`src/rtl/ssw_pkg.sv`:
```
package ssw_pkg;

  // Destination of an accepted word
  typedef enum logic [0:0] {
    WK_SWITCH = 1'b0,
    WK_ADC    = 1'b1
  } word_kind_e;

  // Default geometry shared by the block and its checker
  localparam int unsigned SSW_SW_BITS      = 12;
  localparam int unsigned SSW_SEL_BITS     = 4;
  localparam int unsigned SSW_DLY_BITS     = 8;
  localparam int unsigned SSW_COARSE_SHIFT = 3;
  localparam int unsigned SSW_BASE_CYC     = 4;

endpackage

```
`src/rtl/ssw_rst_sync.sv`:
```
module ssw_rst_sync #(
  parameter int unsigned STAGES = 2
) (
  input  logic clk,
  input  logic rst_n,
  output logic rst_n_sync
);

  logic [STAGES-1:0] chain_q;
  logic [STAGES-1:0] chain_d;

  generate
    if (STAGES == 1) begin : g_single
      always_comb chain_d = 1'b1;
    end else begin : g_multi
      always_comb chain_d = {chain_q[STAGES-2:0], 1'b1};
    end
  endgenerate

  always_ff @(posedge clk or negedge rst_n) begin
    if (!rst_n) chain_q <= '0;
    else        chain_q <= chain_d;
  end

  assign rst_n_sync = chain_q[STAGES-1];

endmodule

```
`src/rtl/ssw_delay_decode.sv`:
```
module ssw_delay_decode #(
  parameter int unsigned DLY_BITS     = 8,
  parameter int unsigned COARSE_SHIFT = 3,
  parameter int unsigned BASE_CYC     = 4,
  parameter int unsigned CNT_W        = 10
) (
  input  logic [DLY_BITS-1:0] code,
  output logic [CNT_W-1:0]    stall_cycles
);

  localparam int unsigned STEP_W = DLY_BITS - 1;

  logic              coarse_range;
  logic [STEP_W-1:0] step_count;
  logic [CNT_W-1:0]  scaled;

  assign coarse_range = code[DLY_BITS-1];
  assign step_count   = code[STEP_W-1:0];

  always_comb begin
    if (coarse_range) scaled = CNT_W'(step_count) << COARSE_SHIFT;
    else              scaled = CNT_W'(step_count);
    stall_cycles = scaled + CNT_W'(BASE_CYC);
  end

endmodule

```
`src/rtl/ssw_stall_counter.sv`:
```
module ssw_stall_counter #(
  parameter int unsigned CNT_W = 10
) (
  input  logic             clk,
  input  logic             rst_n,
  input  logic             start,
  input  logic [CNT_W-1:0] stall_cycles,
  output logic             busy
);

  logic             busy_q, busy_d;
  logic [CNT_W-1:0] cnt_q, cnt_d;
  logic             cnt_en;

  // Next-state: load on start, count down while busy, release at zero
  always_comb begin
    busy_d = busy_q;
    cnt_d  = cnt_q;
    cnt_en = 1'b0;
    if (start) begin
      busy_d = 1'b1;
      cnt_d  = stall_cycles - CNT_W'(1);
      cnt_en = 1'b1;
    end else if (busy_q) begin
      cnt_en = 1'b1;
      if (cnt_q == '0) busy_d = 1'b0;
      else             cnt_d  = cnt_q - CNT_W'(1);
    end
  end

  always_ff @(posedge clk or negedge rst_n) begin
    if (!rst_n) begin
      busy_q <= 1'b0;
      cnt_q  <= '0;
    end else begin
      busy_q <= busy_d;
      if (cnt_en) cnt_q <= cnt_d;
    end
  end

  assign busy = busy_q;

endmodule

```
`src/rtl/ssw_bus_driver.sv`:
```
module ssw_bus_driver
  import ssw_pkg::*;
#(
  parameter int unsigned SW_BITS  = 12,
  parameter int unsigned SEL_BITS = 4
) (
  input  logic                        clk,
  input  logic                        rst_n,
  input  logic                        accept,
  input  logic [SW_BITS+SEL_BITS-1:0] word_lo,
  output logic [SW_BITS+SEL_BITS-1:0] ss_bus,
  output logic                        ss_strobe,
  output logic                        adc_start,
  output logic [SW_BITS-1:0]          adc_arg
);

  localparam int unsigned BUS_W = SW_BITS + SEL_BITS;
  localparam logic [SEL_BITS-1:0] ADC_SEL = {SEL_BITS{1'b1}};

  word_kind_e         kind;
  logic [BUS_W-1:0]   bus_q, bus_d;
  logic               bus_en;
  logic               win_q, win_d;
  logic               stb_q, stb_d;
  logic               adc_q, adc_d;
  logic [SW_BITS-1:0] arg_q, arg_d;
  logic               arg_en;

  always_comb begin
    if (word_lo[BUS_W-1:SW_BITS] == ADC_SEL) kind = WK_ADC;
    else                                     kind = WK_SWITCH;
  end

  // Next-state: first window cycle follows acceptance, strobe in the second
  always_comb begin
    bus_d  = word_lo;
    arg_d  = word_lo[SW_BITS-1:0];
    bus_en = accept && (kind == WK_SWITCH);
    arg_en = accept && (kind == WK_ADC);
    win_d  = bus_en;
    stb_d  = win_q;
    adc_d  = arg_en;
  end

  always_ff @(posedge clk or negedge rst_n) begin
    if (!rst_n) begin
      bus_q <= '0;
      win_q <= 1'b0;
      stb_q <= 1'b0;
      adc_q <= 1'b0;
      arg_q <= '0;
    end else begin
      if (bus_en) bus_q <= bus_d;
      if (arg_en) arg_q <= arg_d;
      win_q <= win_d;
      stb_q <= stb_d;
      adc_q <= adc_d;
    end
  end

  assign ss_bus    = bus_q;
  assign ss_strobe = stb_q;
  assign adc_start = adc_q;
  assign adc_arg   = arg_q;

endmodule

```
`src/rtl/ssw_writer.sv`:
```
module ssw_writer
  import ssw_pkg::*;
#(
  parameter int unsigned SW_BITS      = SSW_SW_BITS,
  parameter int unsigned SEL_BITS     = SSW_SEL_BITS,
  parameter int unsigned DLY_BITS     = SSW_DLY_BITS,
  parameter int unsigned COARSE_SHIFT = SSW_COARSE_SHIFT,
  parameter int unsigned BASE_CYC     = SSW_BASE_CYC,
  parameter int unsigned SYNC_STAGES  = 2
) (
  input  logic                                 clk,
  input  logic                                 rst_n,
  input  logic                                 wr_en,
  input  logic [SW_BITS+SEL_BITS+DLY_BITS-1:0] wr_data,
  output logic                                 ready,
  output logic [SW_BITS+SEL_BITS-1:0]          ss_bus,
  output logic                                 ss_strobe,
  output logic                                 adc_start,
  output logic [SW_BITS-1:0]                   adc_arg
);

  localparam int unsigned BUS_W   = SW_BITS + SEL_BITS;
  localparam int unsigned WORD_W  = BUS_W + DLY_BITS;
  localparam int unsigned MAX_CYC = ((2 ** (DLY_BITS - 1)) - 1) * (2 ** COARSE_SHIFT) + BASE_CYC;
  localparam int unsigned CNT_W   = $clog2(MAX_CYC + 1);

  logic             rst_n_int;
  logic             busy;
  logic             accept;
  logic [CNT_W-1:0] stall_cycles;

  ssw_rst_sync #(.STAGES(SYNC_STAGES)) u_rst_sync (
    .clk        (clk),
    .rst_n      (rst_n),
    .rst_n_sync (rst_n_int)
  );

  assign accept = wr_en && !busy;
  assign ready  = !busy;

  ssw_delay_decode #(
    .DLY_BITS     (DLY_BITS),
    .COARSE_SHIFT (COARSE_SHIFT),
    .BASE_CYC     (BASE_CYC),
    .CNT_W        (CNT_W)
  ) u_decode (
    .code         (wr_data[WORD_W-1:BUS_W]),
    .stall_cycles (stall_cycles)
  );

  ssw_stall_counter #(.CNT_W(CNT_W)) u_stall (
    .clk          (clk),
    .rst_n        (rst_n_int),
    .start        (accept),
    .stall_cycles (stall_cycles),
    .busy         (busy)
  );

  ssw_bus_driver #(
    .SW_BITS  (SW_BITS),
    .SEL_BITS (SEL_BITS)
  ) u_bus (
    .clk       (clk),
    .rst_n     (rst_n_int),
    .accept    (accept),
    .word_lo   (wr_data[BUS_W-1:0]),
    .ss_bus    (ss_bus),
    .ss_strobe (ss_strobe),
    .adc_start (adc_start),
    .adc_arg   (adc_arg)
  );

endmodule

```
`config.mk`:
```
export PLATFORM = sky130hd
export DESIGN_NAME = ssw_writer
export DESIGN_NICKNAME = d
export VERILOG_FILES = /design/src/rtl/ssw_pkg.sv /design/src/rtl/ssw_rst_sync.sv /design/src/rtl/ssw_delay_decode.sv /design/src/rtl/ssw_stall_counter.sv /design/src/rtl/ssw_bus_driver.sv /design/src/rtl/ssw_writer.sv
export SDC_FILE = /design/constraint.sdc
export NUM_CORES = 1
export LEC_CHECK = 0
export BUFFER_PORTS_ARGS = -buffer_cell sky130_fd_sc_hd__buf_2
export CORE_UTILIZATION = 53
export CTS_BUF_LIST = sky130_fd_sc_hd__clkbuf_16
export DETAILED_ROUTE_END_ITERATION = 6
export GPL_ROUTABILITY_DRIVEN = 0
export PLACE_DENSITY = 0.79
export SYNTH_ARGS = -nofsm -noshare
export SYNTH_HDL_FRONTEND = slang
export SYNTH_HIERARCHICAL = 1
export SYNTH_SLANG_ARGS = --single-unit
export TNS_END_PERCENT = 1
```
`constraint.sdc`:
```
create_clock -name clk -period 1.5 [get_ports clk]
set_input_delay 0.45 -clock clk [delete_from_list [all_inputs] [get_ports clk]]
set_output_delay 0.45 -clock clk [all_outputs]
set_load 0.05 [all_outputs]
```
==> results.sh <==
export IMPL_status="complete, but fails checks"
export IMPL_violations="negative setup slack"
export IMPL_critPathRequiredTime_ns=1.67
export IMPL_drt_antenna_violating_nets=0
export IMPL_setup_ws_ns=-0.936
export IMPL_routed_wirelength_um=7250
export IMPL_hold_class="reg -> async"
export IMPL_start_util_pct=54.8
export IMPL_ff2ff_path_depth=7
export IMPL_min_period_ns=2.44
export IMPL_ff2ff_setup_slack_ns=-0.79
export IMPL_synthToLayoutAreaGrowth_pct=47.6
export IMPL_rsz0062_at_grt="yes"
export IMPL_drt_iter0_markers=209
export IMPL_track_usage_pct=30.3
export IMPL_antenna_found_initial=0
export IMPL_path_max_fanout=3
export IMPL_drv_cap=0
export IMPL_clk_latency_ns=0.28
export IMPL_reg2reg_to="u_stall/cnt_q[9]"
export IMPL_ys_seq_area_share_pct=46.2
export IMPL_synth_seq_cells=44
export IMPL_chipWidth_um=69.1
export IMPL_drive_above_1_share_pct=56.3
export IMPL_syn_area_um2=2380
export IMPL_relSlewSlack_pct=62.0
export IMPL_setup_viol=36
export IMPL_numPortBuffers=57
export IMPL_wl_per_cell_um=19.6
export IMPL_synthArstFlopShare_pct=100
export IMPL_clockBufferDepth=2
export IMPL_cp_slowest_cell="or3b_1"
export IMPL_r2r_start="u_stall/busy"
export IMPL_pre_cts_slack_ns=-1.23
export IMPL_tightestPinTransition_ns=0.563
export IMPL_hpwl_um=4480
export IMPL_grt_pass1_wl_um=11300
export IMPL_synth_area_top_cells="dfrtp_1, mux2_4, mux2_2"
export IMPL_synth_cells=206
export IMPL_drc=0
export IMPL_cts_sinks=44
export IMPL_grt_max_degree=37
export IMPL_leakage_uw=0.00173
export IMPL_yosysWarningCount=6
export IMPL_overflow=0
export IMPL_rows=24
export IMPL_diodes=0
export IMPL_synth_most_common_cell="dfrtp_1"
export IMPL_synth_flop_cell="dfrtp_1"
export IMPL_syn_avg_cell_area_um2=11.6
export IMPL_hold_ws_ns=0.160
export IMPL_drt_pass1_iterations=5
export IMPL_multi_input_area_um2=1350
export IMPL_seq_area_um2=1100
export IMPL_htreeDepth=2
export IMPL_ys_types=63
export IMPL_arrival_ns=2.61
export IMPL_via_per_inst=5.96
export IMPL_worst_path_buf_inv=2
export IMPL_via_count=2206
export IMPL_critPathMaxStageDelay_ns=0.38
export IMPL_period_share_pct=162
export IMPL_max_vdd_ir_drop_mv=1.58
export IMPL_crit_chain="buf_8 -> mux2_4 -> ha_4 -> nand3_4 -> xor2_1 -> mux2i_1 -> or3b_1 -> a222oi_1 -> buf_4 -> nand3_2 -> a311o_1"
export IMPL_fmax_mhz=411
export IMPL_synth_top_area_share_pct=46.2
export IMPL_cts_tree="done"
export IMPL_synth_nets=235
export IMPL_grt_pass1_vias=2315
export IMPL_critPathCaptureType="flop"
export IMPL_die_h_um=69.1
export IMPL_tns_ns=-10.14
export IMPL_start_kind="input port"
export IMPL_power_density_nw_per_um2=1660
export IMPL_yosys_top_cells_count="dfrtp_1, mux2_4, mux2_2, inv_1"
export IMPL_core_area_um2=4350
export IMPL_critPathKind="in -> reg"
export IMPL_skew_ns=0.00696
export IMPL_synth_edff_count=0
export IMPL_die_area_um2=4770
export IMPL_path_delay_family="compound AO/OA/AOI/OAI gates"
export IMPL_hold_viol=0
export IMPL_fill_cells=220
export IMPL_clkTransAtPathRegs_ns=0.06
export IMPL_finalNetCount=346
export IMPL_cts_buffers=5
export IMPL_synth_top_cell_by_area="dfrtp_1"
export IMPL_root_buffer="clkbuf_16"
export IMPL_finalMaxSlewViolations=0
export IMPL_ioPinCount=58
worst max-delay path by stage:
stage	from	end	slack (ns)	cells past startpoint
final	wr_data[23]	u_stall/cnt_q[9]	-0.94	11
after global routing	wr_data[23]	u_stall/cnt_q[9]	-1.03	11
after CTS	wr_data[23]	u_stall/cnt_q[9]	-0.77	11
after detailed placement	wr_data[23]	u_stall/cnt_q[9]	-1.23	10
after global placement	wr_data[23]	u_stall/cnt_q[9]	-1.14	10
after floorplan	wr_data[23]	u_stall/cnt_q[9]	-1.11	10
registers in the layout, summed over array words and instances (netlist names):
signal and flops:
u_bus/stb_d 1, u_stall/busy 1, u_bus/adc_start 1, u_bus/adc_arg 12
u_stall/cnt_q 10, u_bus/ss_strobe 1, u_bus/ss_bus 16, u_rst_sync/chain_q 2
per-layer routing:
| metal | vias to the layer above | GRT usage, % | part of all wire (%) |
|---|---|---|---|
| li1 | 989 | - | - |
| met1 | 1076 | 36.5 | 38 |
| met2 | 112 | 51.5 | 52 |
| met3 | 29 | 5.56 | 5.4 |
| met4 | 0 | 15.6 | 4.2 |
| met5 | - | 0 | 0 |
kinds of logic after synthesis:
group | after synthesis | synth area share (%)
flip-flops | 44 | 46.2
other | 1 | 0.157
AND/OR/NAND/NOR | 61 | 16.0
adder cells (fa/ha/maj) | 2 | 1.05
AO/OA/AOI/OAI | 38 | 12.0
buffers and inverters | 21 | 4.98
multiplexers | 31 | 16.7
XOR/XNOR | 8 | 2.94
placed cells by master (no fill, tap or decap), types with 3 or more instances in the layout:
cell type / Yosys / routed
mux2i_1: 5 / 5
inv_1: 9 / 10
nor2_1: 7 / 7
nor3_1: 7 / 5
buf_6: 2 / 8
a21boi_0: 3 / 3
or3_1: 4 / 4
buf_4: 2 / 47
xor2_1: 5 / 4
a21oi_1: 6 / 4
buf_2: 1 / 55
clkbuf_16: 0 / 5
mux2_4: 15 / 23
nand2_1: 7 / 7
nand4_1: 4 / 4
dfrtp_1: 44 / 43
mux2_2: 11 / 3
a211oi_1: 4 / 4
final cells by class:
type | count | area share (%)
inverter | 10 | 1.07
clock inverter | 3 | 1.10
clock buffer | 5 | 3.55
multi-input combinational | 141 | 38.5
tap | 52 | 1.85
sequential | 44 | 31.3
timing repair buffer | 115 | 22.7
per-stage QoR:
step                cells  util (%)  area [µm²]  total power [µW]
global route          370      80.9        3520              6070
CTS                   369      80.1        3490              5780
finish                370      80.9        3520              5860
floorplan             206         -        2470              3470
detailed placement    356      71.8        3130              4290
global placement      356      71.8        3130              4200
report_power, final:
part / leakage [µW] / total [µW] / internal (µW) / switching (µW)
Sequential: 0.000534 / 1800 / 1530 / 268
Combinational: 0.00111 / 2840 / 1140 / 1700
Clock: 0.0000850 / 1220 / 777 / 444
Total: 0.00173 / 5860 / 3450 / 2410
timing repair:
action | CTS | global route
pin swaps | 11 | 7
gates resized for setup | 41 | 4
hold buffers | 1 | 0
endpoints found under the hold margin | 2 | 0
buffers inserted | 4 | 1
endpoints found under the setup margin | 41 | 39
cloned | 0 | 0
Note: power is estimated with default switching activity, not from simulation.
